===== src/rtl/mse_pkg.sv =====
package mse_pkg;
  localparam int CMD_W    = 16;
  localparam int WR_FLAG  = 13;
  localparam int OP_LSB   = 8;
  localparam int OP_W     = 4;

  localparam logic [OP_W-1:0] OPC_CS_HIGH = 4'h0;
  localparam logic [OP_W-1:0] OPC_CS_LOW  = 4'h1;
  localparam logic [OP_W-1:0] OPC_OUT_1L  = 4'h8;
  localparam logic [OP_W-1:0] OPC_IN_1L   = 4'hC;

  typedef enum logic [2:0] {
    ACT_NONE,
    ACT_CS_HIGH,
    ACT_CS_LOW,
    ACT_SHIFT_OUT,
    ACT_SHIFT_IN
  } act_e;

  typedef enum logic [1:0] {
    PH_IDLE,
    PH_LOW,
    PH_HIGH
  } phase_e;
endpackage


===== src/rtl/mse_decode.sv =====
module mse_decode
  import mse_pkg::*;
(
  input  logic [CMD_W-1:0] cmd,
  output logic             is_write,
  output act_e             act,
  output logic             dbit
);
  logic [OP_W-1:0] op;

  always_comb begin
    op       = cmd[OP_LSB +: OP_W];
    is_write = cmd[WR_FLAG];
    dbit     = cmd[0];
    act      = ACT_NONE;
    if (is_write) begin
      case (op)
        OPC_CS_HIGH: act = ACT_CS_HIGH;
        OPC_CS_LOW:  act = ACT_CS_LOW;
        OPC_OUT_1L:  act = ACT_SHIFT_OUT;
        OPC_IN_1L:   act = ACT_SHIFT_IN;
        default:     act = ACT_NONE;
      endcase
    end
  end
endmodule


===== src/rtl/mse_bit_timer.sv =====
module mse_bit_timer
  import mse_pkg::*;
#(
  parameter int HALF_CYC = 2
) (
  input  logic clk,
  input  logic rst_n,
  input  logic enable,
  input  logic start,
  output logic busy,
  output logic sck,
  output logic rise
);
  localparam int CW = (HALF_CYC < 2) ? 1 : $clog2(HALF_CYC);
  localparam logic [CW-1:0] LAST = CW'(HALF_CYC - 1);

  phase_e        ph_q, ph_d;
  logic [CW-1:0] cnt_q, cnt_d;
  logic          sck_q, sck_d;

  always_comb begin
    ph_d  = ph_q;
    cnt_d = cnt_q;
    sck_d = sck_q;
    rise  = 1'b0;
    if (!enable) begin
      ph_d  = PH_IDLE;
      cnt_d = '0;
      sck_d = 1'b0;
    end else begin
      case (ph_q)
        PH_IDLE: if (start) begin
          ph_d  = PH_LOW;
          cnt_d = '0;
        end
        PH_LOW: if (cnt_q == LAST) begin
          ph_d  = PH_HIGH;
          cnt_d = '0;
          sck_d = 1'b1;
          rise  = 1'b1;
        end else begin
          cnt_d = cnt_q + 1'b1;
        end
        PH_HIGH: if (cnt_q == LAST) begin
          ph_d  = PH_IDLE;
          cnt_d = '0;
          sck_d = 1'b0;
        end else begin
          cnt_d = cnt_q + 1'b1;
        end
        default: begin
          ph_d  = PH_IDLE;
          sck_d = 1'b0;
        end
      endcase
    end
  end

  always_ff @(posedge clk or negedge rst_n) begin
    if (!rst_n) begin
      ph_q  <= PH_IDLE;
      cnt_q <= '0;
      sck_q <= 1'b0;
    end else begin
      ph_q  <= ph_d;
      cnt_q <= cnt_d;
      sck_q <= sck_d;
    end
  end

  assign busy = (ph_q != PH_IDLE);
  assign sck  = sck_q;
endmodule


===== src/rtl/man_serial_cmd.sv =====
module man_serial_cmd
  import mse_pkg::*;
#(
  parameter int HALF_CYC = 2
) (
  input  logic             clk,
  input  logic             rst_n,
  input  logic             man_en,
  input  logic             mux_sel,
  input  logic             cmd_we,
  input  logic [CMD_W-1:0] cmd_word,
  input  logic             spi_miso,
  output logic             spi_csn,
  output logic             spi_sck,
  output logic             spi_mosi,
  output logic             busy,
  output logic             cmd_rejected,
  output logic             rd_bit
);
  logic [1:0] rst_sync_q;
  logic       rst_int_n;

  always_ff @(posedge clk or negedge rst_n) begin
    if (!rst_n) rst_sync_q <= 2'b00;
    else        rst_sync_q <= {rst_sync_q[0], 1'b1};
  end
  assign rst_int_n = rst_sync_q[1];

  logic owned, is_write, dbit, take, go, rise, tmr_busy;
  act_e act;

  assign owned = man_en & mux_sel;

  mse_decode u_dec (
    .cmd      (cmd_word),
    .is_write (is_write),
    .act      (act),
    .dbit     (dbit)
  );

  assign take = cmd_we & is_write & owned;
  assign go   = take & ~tmr_busy;

  mse_bit_timer #(.HALF_CYC(HALF_CYC)) u_tmr (
    .clk    (clk),
    .rst_n  (rst_int_n),
    .enable (owned),
    .start  (go & ((act == ACT_SHIFT_OUT) | (act == ACT_SHIFT_IN))),
    .busy   (tmr_busy),
    .sck    (spi_sck),
    .rise   (rise)
  );

  logic csn_q, csn_d, mosi_q, mosi_d, rd_q, rd_d, in_q, in_d, rej_q, rej_d;

  always_comb begin
    csn_d  = csn_q;
    mosi_d = mosi_q;
    in_d   = in_q;
    rd_d   = rd_q;
    rej_d  = take & tmr_busy;
    if (!owned) begin
      csn_d  = 1'b1;
      mosi_d = 1'b0;
      in_d   = 1'b0;
    end else begin
      if (rise && in_q) rd_d = spi_miso;
      if (go) begin
        case (act)
          ACT_CS_HIGH:   csn_d = 1'b1;
          ACT_CS_LOW:    csn_d = 1'b0;
          ACT_SHIFT_OUT: begin mosi_d = dbit; in_d = 1'b0; end
          ACT_SHIFT_IN:  begin mosi_d = 1'b0; in_d = 1'b1; end
          default: ;
        endcase
      end
    end
  end

  always_ff @(posedge clk or negedge rst_int_n) begin
    if (!rst_int_n) begin
      csn_q  <= 1'b1;
      mosi_q <= 1'b0;
      in_q   <= 1'b0;
      rd_q   <= 1'b0;
      rej_q  <= 1'b0;
    end else begin
      csn_q  <= csn_d;
      mosi_q <= mosi_d;
      in_q   <= in_d;
      rd_q   <= rd_d;
      rej_q  <= rej_d;
    end
  end

  assign spi_csn      = csn_q;
  assign spi_mosi     = mosi_q;
  assign busy         = tmr_busy;
  assign cmd_rejected = rej_q;
  assign rd_bit       = rd_q;
endmodule


===== config.mk =====
export PLATFORM = sky130hd
export DESIGN_NAME = man_serial_cmd
export DESIGN_NICKNAME = d
export VERILOG_FILES = /design/src/rtl/mse_pkg.sv /design/src/rtl/mse_decode.sv /design/src/rtl/mse_bit_timer.sv /design/src/rtl/man_serial_cmd.sv
export SDC_FILE = /design/constraint.sdc
export NUM_CORES = 1
export LEC_CHECK = 0
export BUFFER_PORTS_ARGS = -buffer_cell sky130_fd_sc_hd__buf_2
export CORE_MARGIN = 2
export CORE_UTILIZATION = 43
export CTS_CLUSTER_DIAMETER = 50
export DETAILED_ROUTE_END_ITERATION = 8
export PLACE_DENSITY = 0.75
export SYNTH_ARGS = -nofsm -noshare
export SYNTH_HDL_FRONTEND = slang
export SYNTH_SLANG_ARGS = --single-unit

===== constraint.sdc =====
create_clock -name clk -period 1.15 [get_ports clk]
set_clock_uncertainty 0.15 [all_clocks]
set_input_delay 0.0575 -clock clk [delete_from_list [all_inputs] [get_ports clk]]
set_output_delay 0.0575 -clock clk [all_outputs]
set_load 0.01 [all_outputs]

==> results_dict.tcl <==
set metrics [dict create \
    outcome "finished, violations left" \
    violations "negative hold slack, negative setup slack" \
    firstDrtPassIters 4 \
    grt_pass1_vias 527 \
    hpwlAfterDp_um 1130 \
    wl_per_cell_um 16.71 \
    synth_area_per_cell_sq_um 10.76 \
    nNetsFinal 127 \
    syn_inst 55 \
    grt-ovfl-total 0 \
    leakage_nw 0.4555 \
    synth-seq-cells 11 \
    route.vias.total 580 \
    drt_iter0_drc 11 \
    fp.dieH_um 41.10 \
    fin_crit_ns 1.664 \
    hold_class "in -> reg" \
    grt_pass1_wl_um 2339 \
    multiInputGateArea_sq_um 445.4 \
    critical_path.endpoint_type "register" \
    cap_viol_max_count 0 \
    p_per_area_nw_per_um2 711.9 \
    crit_fanout 2 \
    synthMuxAreaShare_pct 5.285 \
    max_freq_mhz 600.8 \
    synth_area_sq_um 591.8 \
    cp_data_required_time_ns 1.15 \
    cts_tree "done" \
    die_w_um 41.10 \
    die_area_sq_um 1689 \
    cts_root_buf "clkbuf_4" \
    power_mw 0.7696 \
    io_buffers 17 \
    synth_top_area_cell "dfrtp_1" \
    ctsHoldBuffers 7 \
    grt_antenna_before_repair 0 \
    layout_worst_path_cycle_share_pct 144.7 \
    clock_path_buffers 2 \
    rows 13 \
    synth.distinct_cells 28 \
    setup_ws_ns -0.5145 \
    yosys.area_share.adder_pct 10.57 \
    synth_compound_area_share_pct 15.43 \
    coreArea_sq_um 1301 \
    start_util_pct 45.48 \
    synth_fp_nets 82 \
    cts.sink_count 11 \
    diodes 0 \
    drive_gt1_share_pct 59.60 \
    fill_cells 66 \
    critical_path_class "reg -> reg" \
    slew_violations 0 \
    gp_congestion 0.8587 \
    mostFrequentLayoutCell "buf_2" \
    synth-warning-count 0 \
    clkTransAtPathRegs_ns 0.07 \
    vias_per_cell 5.088 \
    cts_buffers 3 \
    grt_max_degree 10 \
    synth_simple_gate_area_share_pct 17.97 \
    drc 0 \
    ios 28 \
    wirelength_um 1905 \
    startpoint_type "register" \
    regArea_sq_um 277.8 \
    synth_xor_area_share_pct 1.480 \
    hold_viol 5 \
    ir_drop_mv 0.7050 \
    synth_top_area_share_pct 42.28 \
    worstPathArrival_ns 1.66 \
    clk_latency_ns 0.27 \
    finalSetupViolCount 11 \
    area_delta_synth_final_pct 82.66 \
    synth-seq-area-share_pct 46.72 \
    grt_usage_pct 23.57 \
    rsz0062_at_grt "yes" \
    whs_ns -0.05395 \
    ant_nets 0 \
    final_cell_mix "buf_2, buf_4, dfrtp_1" \
    synth_top_family_by_area "simple AND/OR/NAND/NOR gates" \
    synth.top_cells.by_area "dfrtp_1, ha_1, dfstp_2, o21ai_0, mux2i_1" \
    htreeDepth 1 \
]
path summary, 6_finish.rpt:
check                           slack [ns]                         to  depth (start not counted)                      start
worst min register to register       -0.01    u_tmr.cnt_q$_DFFE_PN0P_                          0    rst_sync_q[1]$_DFF_PN0_
max in group asynchronous             0.25    rst_sync_q[0]$_DFF_PN0_                          3                      rst_n
worst max register to register       -0.51  u_tmr.ph_q[0]$_DFFE_PN0P_                          6  u_tmr.ph_q[1]$_DFFE_PN0P_
worst min-delay path                 -0.05        spi_csn$_DFFE_PN1P_                          3                cmd_word[8]
worst max-delay path                 -0.51  u_tmr.ph_q[0]$_DFFE_PN0P_                          6  u_tmr.ph_q[1]$_DFFE_PN0P_
min in group asynchronous            -0.01    u_tmr.cnt_q$_DFFE_PN0P_                          0    rst_sync_q[1]$_DFF_PN0_
where the power goes:
part           switching (mW)  internal, mW  leakage [nW]
registers             0.00798         0.392         0.144
logic                  0.0497        0.0586         0.297
clock network           0.127         0.134        0.0150
area by class of cell:
cell class	instances	area share (%)
Clock buffer	4	2.431
Tap cell	15	1.736
Inverter	3	1.273
Timing Repair Buffer	40	27.66
Sequential cell	11	25.69
Multi-Input combinational cell	41	41.20
state kept, by name (all words and copies together) (netlist names):
name          count
rst_sync_q        2
u_tmr.sck         1
in_q              1
u_tmr.cnt_q       1
spi_csn           1
rd_bit            1
cmd_rejected      1
u_tmr.ph_q        2
spi_mosi          1
Yosys cell counts, drive strengths merged:
| cell type | number |
|---|---|
| a21boi | 1 |
| a211oi | 1 |
| nor3 | 1 |
| nor2b | 2 |
| or3b | 1 |
| inv | 3 |
| o21ba | 1 |
| a21oi | 2 |
| nand2 | 4 |
| o2111ai | 1 |
| ha | 5 |
| nand4 | 1 |
| xnor2 | 1 |
| o21ai | 5 |
| nand2b | 1 |
| mux2i | 2 |
| nand3 | 1 |
| a221oi | 1 |
| o311ai | 1 |
| nor2 | 3 |
| dfrtp | 10 |
| dfstp | 1 |
| conb | 1 |
| nand4b | 1 |
| nor3b | 1 |
| and2 | 1 |
| mux2 | 1 |
| or2 | 1 |
worst max-delay path, stage by stage, from the launching register on:
cell and delay [ns]:
dfrtp_1 0.40, buf_6 0.13, ha_4 0.15, o21ba_4 0.19, a211oi_4 0.25, mux2i_1 0.22, nor2_1 0.05
metal layers:
| layer | up-vias | global-route usage [%] | wire, um |
|---|---|---|---|
| met3 | 12 | 8.696 | 111 |
| met2 | 26 | 40.63 | 1002 |
| met5 | - | 0 | 0 |
| li1 | 280 | - | - |
| met4 | 0 | 14.52 | 87 |
| met1 | 262 | 23.76 | 703 |
stage by stage:
| stage | area [sq um] | setup slack [ns] | utilization, % | TNS (ns) | instances |
|---|---|---|---|---|---|
| finish | 1081 | -0.5145 | 83.08 | -3.611 | 114 |
| global placement | 799.5 | -0.4492 | 61.44 | -2.803 | 98 |
| CTS | 955.9 | -0.4648 | 73.46 | -3.379 | 110 |
| global route | 1081 | -0.5894 | 83.08 | -4.139 | 114 |
| detailed placement | 799.5 | -0.4929 | 61.44 | -3.424 | 98 |
| floorplan | 613.1 | -0.4187 | - | -2.264 | 55 |
cells by family (layout without fill, tap and decap cells):
logic type      Yosys count  in the layout
compound gates           13             13
xor+xnor                  1              1
fa+ha+maj                 5              5
buf+inv                   3             47
flops                    11             11
mux                       3              3
other cells               1              1
simple gates             18             18
repair_timing:
action,CTS,global route
resized for setup,11,18
pin swaps,6,9
setup endpoints to repair,10,11
hold endpoints to repair,7,1
buffers inserted,1,5
Note: power is estimated with default switching activity, not from simulation.
